<file path="config.mk">
export PLATFORM = sky130hd
export DESIGN_NAME = adc_seq_ctrl
export DESIGN_NICKNAME = d
export VERILOG_FILES = /design/src/rtl/adc_seq_ctrl.sv
export SDC_FILE = /design/constraint.sdc
export NUM_CORES = 1
export LEC_CHECK = 0
export BUFFER_PORTS_ARGS = -buffer_cell sky130_fd_sc_hd__buf_2
export CORE_UTILIZATION = 58
export DETAILED_ROUTE_END_ITERATION = 16
export GPL_TIMING_DRIVEN = 0
export HOLD_SLACK_MARGIN = 0.02
export PLACE_DENSITY_LB_ADDON = 0.08
export REMOVE_ABC_BUFFERS = 1
export SLEW_MARGIN = 10
export SYNTH_ARGS = -nofsm -noshare
export SYNTH_HDL_FRONTEND = slang
export SYNTH_SLANG_ARGS = --single-unit
export TNS_END_PERCENT = 20
</file>
<file path="constraint.sdc">
create_clock -name clk -period 2.6 [get_ports clk]
set_input_delay 0.26 -clock clk [delete_from_list [all_inputs] [get_ports clk]]
set_output_delay 0.26 -clock clk [all_outputs]
set_load 0.01 [all_outputs]
</file>
<file path="src/rtl/adc_seq_ctrl.sv">
module adc_seq_ctrl #(
  parameter int HALF = 4,
  parameter int GAP  = 16
) (
  input  logic        clk,
  input  logic        rst_n,
  input  logic        start,
  input  logic [1:0]  chan,
  output logic        busy,
  output logic        done,
  output logic [11:0] result,
  output logic        err,
  output logic        sclk,
  output logic        sdi,
  input  logic        sdo
);
  localparam int CW = $clog2(HALF + 1);
  localparam int GW = $clog2(GAP + 1);

  typedef enum logic [2:0] {S_IDLE, S_CMD, S_GAP, S_READ, S_FIN} st_t;

  st_t           st;
  logic [CW-1:0] cnt;
  logic [GW-1:0] gcnt;
  logic          ph;
  logic [3:0]    bcnt;
  logic [7:0]    cmd;
  logic [15:0]   shr;

  wire half_end = (cnt == CW'(HALF - 1));

  function automatic logic [2:0] sel_of(input logic [1:0] c);
    case (c)
      2'd0:    sel_of = 3'd1;
      2'd1:    sel_of = 3'd5;
      2'd2:    sel_of = 3'd2;
      default: sel_of = 3'd6;
    endcase
  endfunction

  assign busy = (st != S_IDLE);
  assign sclk = ph && (st == S_CMD || st == S_READ);
  assign sdi  = (st == S_CMD) && cmd[7];

  always_ff @(posedge clk) begin
    if (!rst_n) begin
      st     <= S_IDLE;
      cnt    <= '0;
      gcnt   <= '0;
      ph     <= 1'b0;
      bcnt   <= '0;
      cmd    <= '0;
      shr    <= '0;
      result <= '0;
      err    <= 1'b0;
      done   <= 1'b0;
    end else begin
      done <= 1'b0;
      case (st)
        S_IDLE: if (start) begin
          cmd  <= {1'b1, sel_of(chan), 4'b1110};
          cnt  <= '0;
          ph   <= 1'b0;
          bcnt <= '0;
          st   <= S_CMD;
        end
        S_CMD: if (half_end) begin
          cnt <= '0;
          ph  <= ~ph;
          if (ph) begin
            cmd  <= {cmd[6:0], 1'b0};
            bcnt <= bcnt + 4'd1;
            if (bcnt == 4'd7) begin
              bcnt <= '0;
              gcnt <= '0;
              st   <= S_GAP;
            end
          end
        end else cnt <= cnt + CW'(1);
        S_GAP: if (gcnt == GW'(GAP - 1)) begin
          cnt <= '0;
          ph  <= 1'b0;
          st  <= S_READ;
        end else gcnt <= gcnt + GW'(1);
        S_READ: if (half_end) begin
          cnt <= '0;
          ph  <= ~ph;
          if (ph) begin
            shr  <= {shr[14:0], sdo};
            bcnt <= bcnt + 4'd1;
            if (bcnt == 4'd15) st <= S_FIN;
          end
        end else cnt <= cnt + CW'(1);
        S_FIN: begin
          result <= shr[15:4];
          err    <= |shr[3:0];
          done   <= 1'b1;
          st     <= S_IDLE;
        end
        default: st <= S_IDLE;
      endcase
    end
  end
endmodule

</file>
== Yosys cells after proc, flatten, opt, wreduce, memory -nomap -nowiden ==
Index checks and enable logic that the tools add are counted.

* Register bits: 54
* Latch bits: 0
* Memory bits (writable): 0
* ROM bits: 0
* Input bits: 6
* Output and inout port bits: 17
* Logic and storage cells: 88
* Memories: 0

* $add $sub $neg: 3
* Multiply operators: 0
* Div/mod/pow operators: 0
* $lt $le $gt $ge: 0
* Equal/unequal tests: 20
* Shifts and indexed selects: 0
* Muxes and demuxes: 35
* Bitwise logic cells: 1
* Reduce and logical (&&, ||, !) cells: 19

{| class="wikitable"
|+ Operators with widths
! kind !! count
|-
| $mux W3 || 11
|-
| $mux W4 || 6
|-
| $mux W8 || 3
|-
| $mux W5 || 4
|-
| $pmux W3 S3 || 2
|-
| $pmux W8 S2 || 1
|-
| $ne A2 B2 Y1 const B || 7
|-
| $pmux W3 S4 || 1
|-
| $pmux W4 S3 || 1
|-
| $pmux W5 S2 || 1
|-
| $eq A3 B2 Y1 const B || 3
|-
| $reduce_bool A3 Y1 || 3
|-
| $reduce_and A4 Y1 || 2
|-
| $reduce_and A8 Y1 || 1
|-
| $ne A2 B1 Y1 const B || 3
|-
| $reduce_and A3 Y1 || 2
|-
| $reduce_and A6 Y1 || 1
|-
| $add A5 B1 Y5 const B || 1
|-
| $eq A5 B4 Y1 const B || 1
|-
| $reduce_and A5 Y1 || 1
|-
| $add A4 B1 Y4 const B || 1
|-
| $eq A4 B3 Y1 const B || 1
|-
| $eq A4 B4 Y1 const B || 1
|-
| $mux W1 || 4
|-
| other kinds (14) || 16
|}

== Depth between registers and ports, before layout ==
* Depth after elaboration: 5
* Mapped depth: 7
* Depth with buffers taken out: 7

== Least setup slack after synthesis ==
No wires, ideal clock.

* Path kind: reg2reg
* Start point: register gcnt[0]
* End point: register gcnt[1]
* Arrival time: 1,892 ps
* Required time: 2,530 ps
* Slack: 638 ps
* Stages on the path, launching flop included: 8
* Buffers on the path: 0
* Cell sequence: dfxtp_1 -> ha_1 -> and3_1 -> ha_1 -> or3b_1 -> o41a_1 -> or3b_1 -> a21boi_1

* Word-level cells in the longest chain between the ends: 3
* Elaborated cells between the ends (all ways): 6
* Those cells by class: add/sub (1); eq/ne (2); mux (2); reduce/logical (1)

{| class="wikitable"
|+ Ends and longest elaborated chain
! what !! line !! RTL
|-
| start, declared || 24 || <nowiki>logic [GW-1:0] gcnt;</nowiki>
|-
| start signal, assigned || 84 || <nowiki>end else gcnt <= gcnt + GW'(1);</nowiki>
|-
| $add A5 B1 Y5 or $eq A5 B4 Y1 (tied branches) || 84, 80 ||
|-
| $mux W5 or $ne A2 B2 Y1 (tied branches) || n/a ||
|-
| $pmux W5 S2 or $reduce_and A5 Y1 (tied branches) || n/a ||
|}

Several ways; a longest one is shown, not always the timed one. The select of a mux whose other input is x is not followed.
A chain may end at the register's enable or synchronous reset.

== Worst setup path in the final report ==
Ends and elaborated chain as after synthesis.

==> impl_results.md <==
- Outcome: complete, no violations
- Sequential share of power: 53.9%
- Sequential-to-total area share from yosys stat: 46.0%
- DRC viols: 0
- R2R depth: 7
- Antenna viol nets, final: 0
- Slew Viols, Final: 0
- EDFF count, synth: 0
- IO Pins: 23
- Final non-filler cell area: 2560 sq um
- Worst EP arrival: 2.36 ns
- Hold endpoint: shr[0]
- Max H-tree Level: 2
- Critical Path RT: 2.84 ns
- CP max stage delay: 0.41 ns
- Worst vdd ir: 0.471 mV
- Initial antenna violation count: 0
- Die height: 65.1 um
- Clk pin slew, worst setup/hold paths: 0.09 ns
- Final min period: 2.12 ns
- Most frequent cells in the layout: nand2_1, dfxtp_1, a21boi_0, buf_2, nor2_1
- Post-CTS resize count: 0
- Num CTS Buffers: 5
- Hold-fix buffers at CTS: 0
- Row Count: 22
- Setup fix buffers added after clock tree synthesis: 0
- Footprint of the multi-input gates: 1160 sq um
- Final WL: 4.05 mm
- Worst Setup Start Kind: flop
- Post-synth top flop: dfxtp_1
- RSZ-0062 raised after global routing: no
- Setup slack, reg-to-reg: 0.48 ns
- Flops & latches, synth: 53
- CTS sink cnt: 53
- Clock power frac: 41.3%
- Post-Synthesis Mean Instance Area: 8.65 sq um
- Die ar.: 4240 sq um
- Crit path buffers/inverters: 0
- Overflow after GRT: 0
- Sw Ratio: 19.9%
- Total track usage: 21.8%
- Power per cell area: 605 nW/um^2
- Total number of vias: 1,805
- Hold_sp: sdo
- Slowest cell on crit path: or3b_1
- Final setup vio count: 0
- Non-Filler Instances: 330
- Layout area overhead: 10.8%
- Gate Count Post-Synth: 267
- Synth warnings: 0
- Number of diodes: 0
- Wire length per cell: 12.3 um
- Fin Hold WS: 0.206 ns
- Vias in the first global route: 1,676
- Slew HR: 49.6%
- Layout cells sized above 1: 13.1%
- Fin Setup TNS: 0 ns
- Final-report hold violation count: 0
- Clock root buffer: clkbuf_8
- Post-DP HPWL: 2.57 mm
- Cell Area, Synth: 2310 sq um
- PnR worst setup slack: 0.476 ns
- Skew final: 0.00374 ns
- Fin crit share: 81.7%
- Core ar.: 3740 sq um
- Initial DRC Count: 81
- Crit Path Max Fanout: 7
- Die X: 65.1 um
- Post-synthesis cell type count: 40
- Placed inst area: 2410 sq um
- Placed cell count: 320
- Reg-to-Reg Start: gcnt[0]
- Hold Path Class: input pin to flop
- CP Capture Type: flop
- Layout Utilization: 68.3%
- Effective utilization at floorplan: 61.7%
- PortBufs: 22
- Pre-CTS setup slack: 0.256 ns
- Hold path cells: 3
- Clock Latency Late Sink: 0.30 ns
- Vias/cell: 5.47
- Most common cell after layout, fill and taps aside: nand2_1
- CTS tree: done
- Leakage power: 1.02 nW
- Tot Pwr: 1.55 mW
- Setup CP Type: flop to flop
- Switching power: 308 uW
- Synth async-reset ratio: 0%
- FMAX: 471 MHz
- CTS Buffer Depth: 2
- Fillers: 345
- Crit-path leading delay family: simple AND/OR/NAND/NOR gates
- Max cap viols: 0
- Register Area: 1060 sq um
- P_int: 1.24 mW
- Layout net count: 291
- R2r endpoint: gcnt[1]
- Largest net degree at the start of global routing: 55
- Drt pass-1 iters: 4
- Worst-margin pin slew: 0.756 ns
- RD Place Congestion: 0.819
- Combinational share of power: 4.9%
- First-pass GRT wire length: 7.25 mm
- Crit-path cells: ha_1, and3_1, ha_1, or3b_1, o41a_1, or3b_1, a21boi_1
==> cell families (layout without fill, tap and decap cells) <==
kind of cell             count (synthesis)  count (layout)  share of synthesized area, %
AO/OA/AOI/OAI                           64              64                          20.2
AND/OR/NAND/NOR                        121             121                          26.3
buffers and inverters                   21              36                          3.63
adder cells (fa/ha/maj)                  4               4                          2.17
flip-flops                              53              53                          46.0
XOR/XNOR                                 1               1                         0.379
multiplexers                             3               3                          1.30
==> worst register-to-register path: stages, from the launching register on <==
cell	delay, ns
dfxtp_1	0.35
ha_1	0.23
and3_1	0.19
ha_1	0.20
or3b_1	0.35
o41a_1	0.19
or3b_1	0.41
a21boi_1	0.14
==> power groups by stage <==
stage | Sequential (mW) | Clock [mW] | Combinational, mW
floorplan | 0.850 | 0 | 0.0518
detailed placement | 0.853 | 0 | 0.0760
CTS | 0.834 | 0.655 | 0.0766
global placement | 0.853 | 0 | 0.0751
finish | 0.834 | 0.639 | 0.0756
global route | 0.837 | 0.693 | 0.0846
==> flip-flops by register name, summed over array words and instances, names as in the netlist, 3 cells and up <==
| register | cells |
|---|---|
| gcnt | 5 |
| result | 12 |
| bcnt | 4 |
| cnt | 3 |
| st | 3 |
| cmd | 7 |
| shr | 16 |
==> Yosys cell counts, types with 3 or more instances <==
master | number | area (sq um)
dfxtp_1 | 53 | 1060
or3b_2 | 3 | 26.3
and2_1 | 3 | 18.8
o21ai_0 | 8 | 40.0
nand2_1 | 68 | 255
clkbuf_1 | 13 | 48.8
o211ai_1 | 3 | 22.5
nor3_1 | 4 | 20.0
nand2b_1 | 5 | 31.3
ha_1 | 4 | 50.1
o211a_1 | 3 | 30.0
nor2_1 | 10 | 37.5
buf_2 | 4 | 20.0
and3_1 | 3 | 18.8
a21oi_1 | 5 | 25.0
nor4b_1 | 4 | 35.0
a21boi_0 | 33 | 248
mux2i_1 | 3 | 30.0
or3_1 | 3 | 18.8
nor3b_1 | 6 | 45.0
inv_1 | 4 | 15.0
==> cell type report <==
type | count | share of cell area [%]
sequential | 53 | 41.5
multi-input combinational | 193 | 45.5
clock inverter | 3 | 2.54
tap | 48 | 2.35
timing repair buffer | 24 | 4.89
clock buffer | 5 | 2.69
inverter | 4 | 0.587
==> how the worst max path moves through the flow <==
stage / depth (start not counted) / startpoint / slack (ns) / to
floorplan: 7 / gcnt[0] / 0.64 / gcnt[1]
global placement: 3 / st[0] / 0.24 / st[2]
detailed placement: 3 / st[0] / 0.26 / st[2]
CTS: 3 / st[0] / 0.21 / st[2]
global route: 4 / st[0] / 0.22 / shr[6]
finish: 7 / gcnt[0] / 0.48 / gcnt[1]
==> routing by layer <==
| layer | GRT usage (%) | vias up | wire, um |
|---|---|---|---|
| met5 | 0 | - | 0 |
| met4 | 6.52 | 0 | 53 |
| met3 | 5.21 | 7 | 118 |
| met2 | 38.4 | 22 | 1960 |
| met1 | 26.1 | 828 | 1910 |
| li1 | - | 948 | - |
Note: power is estimated with default switching activity, not from simulation.
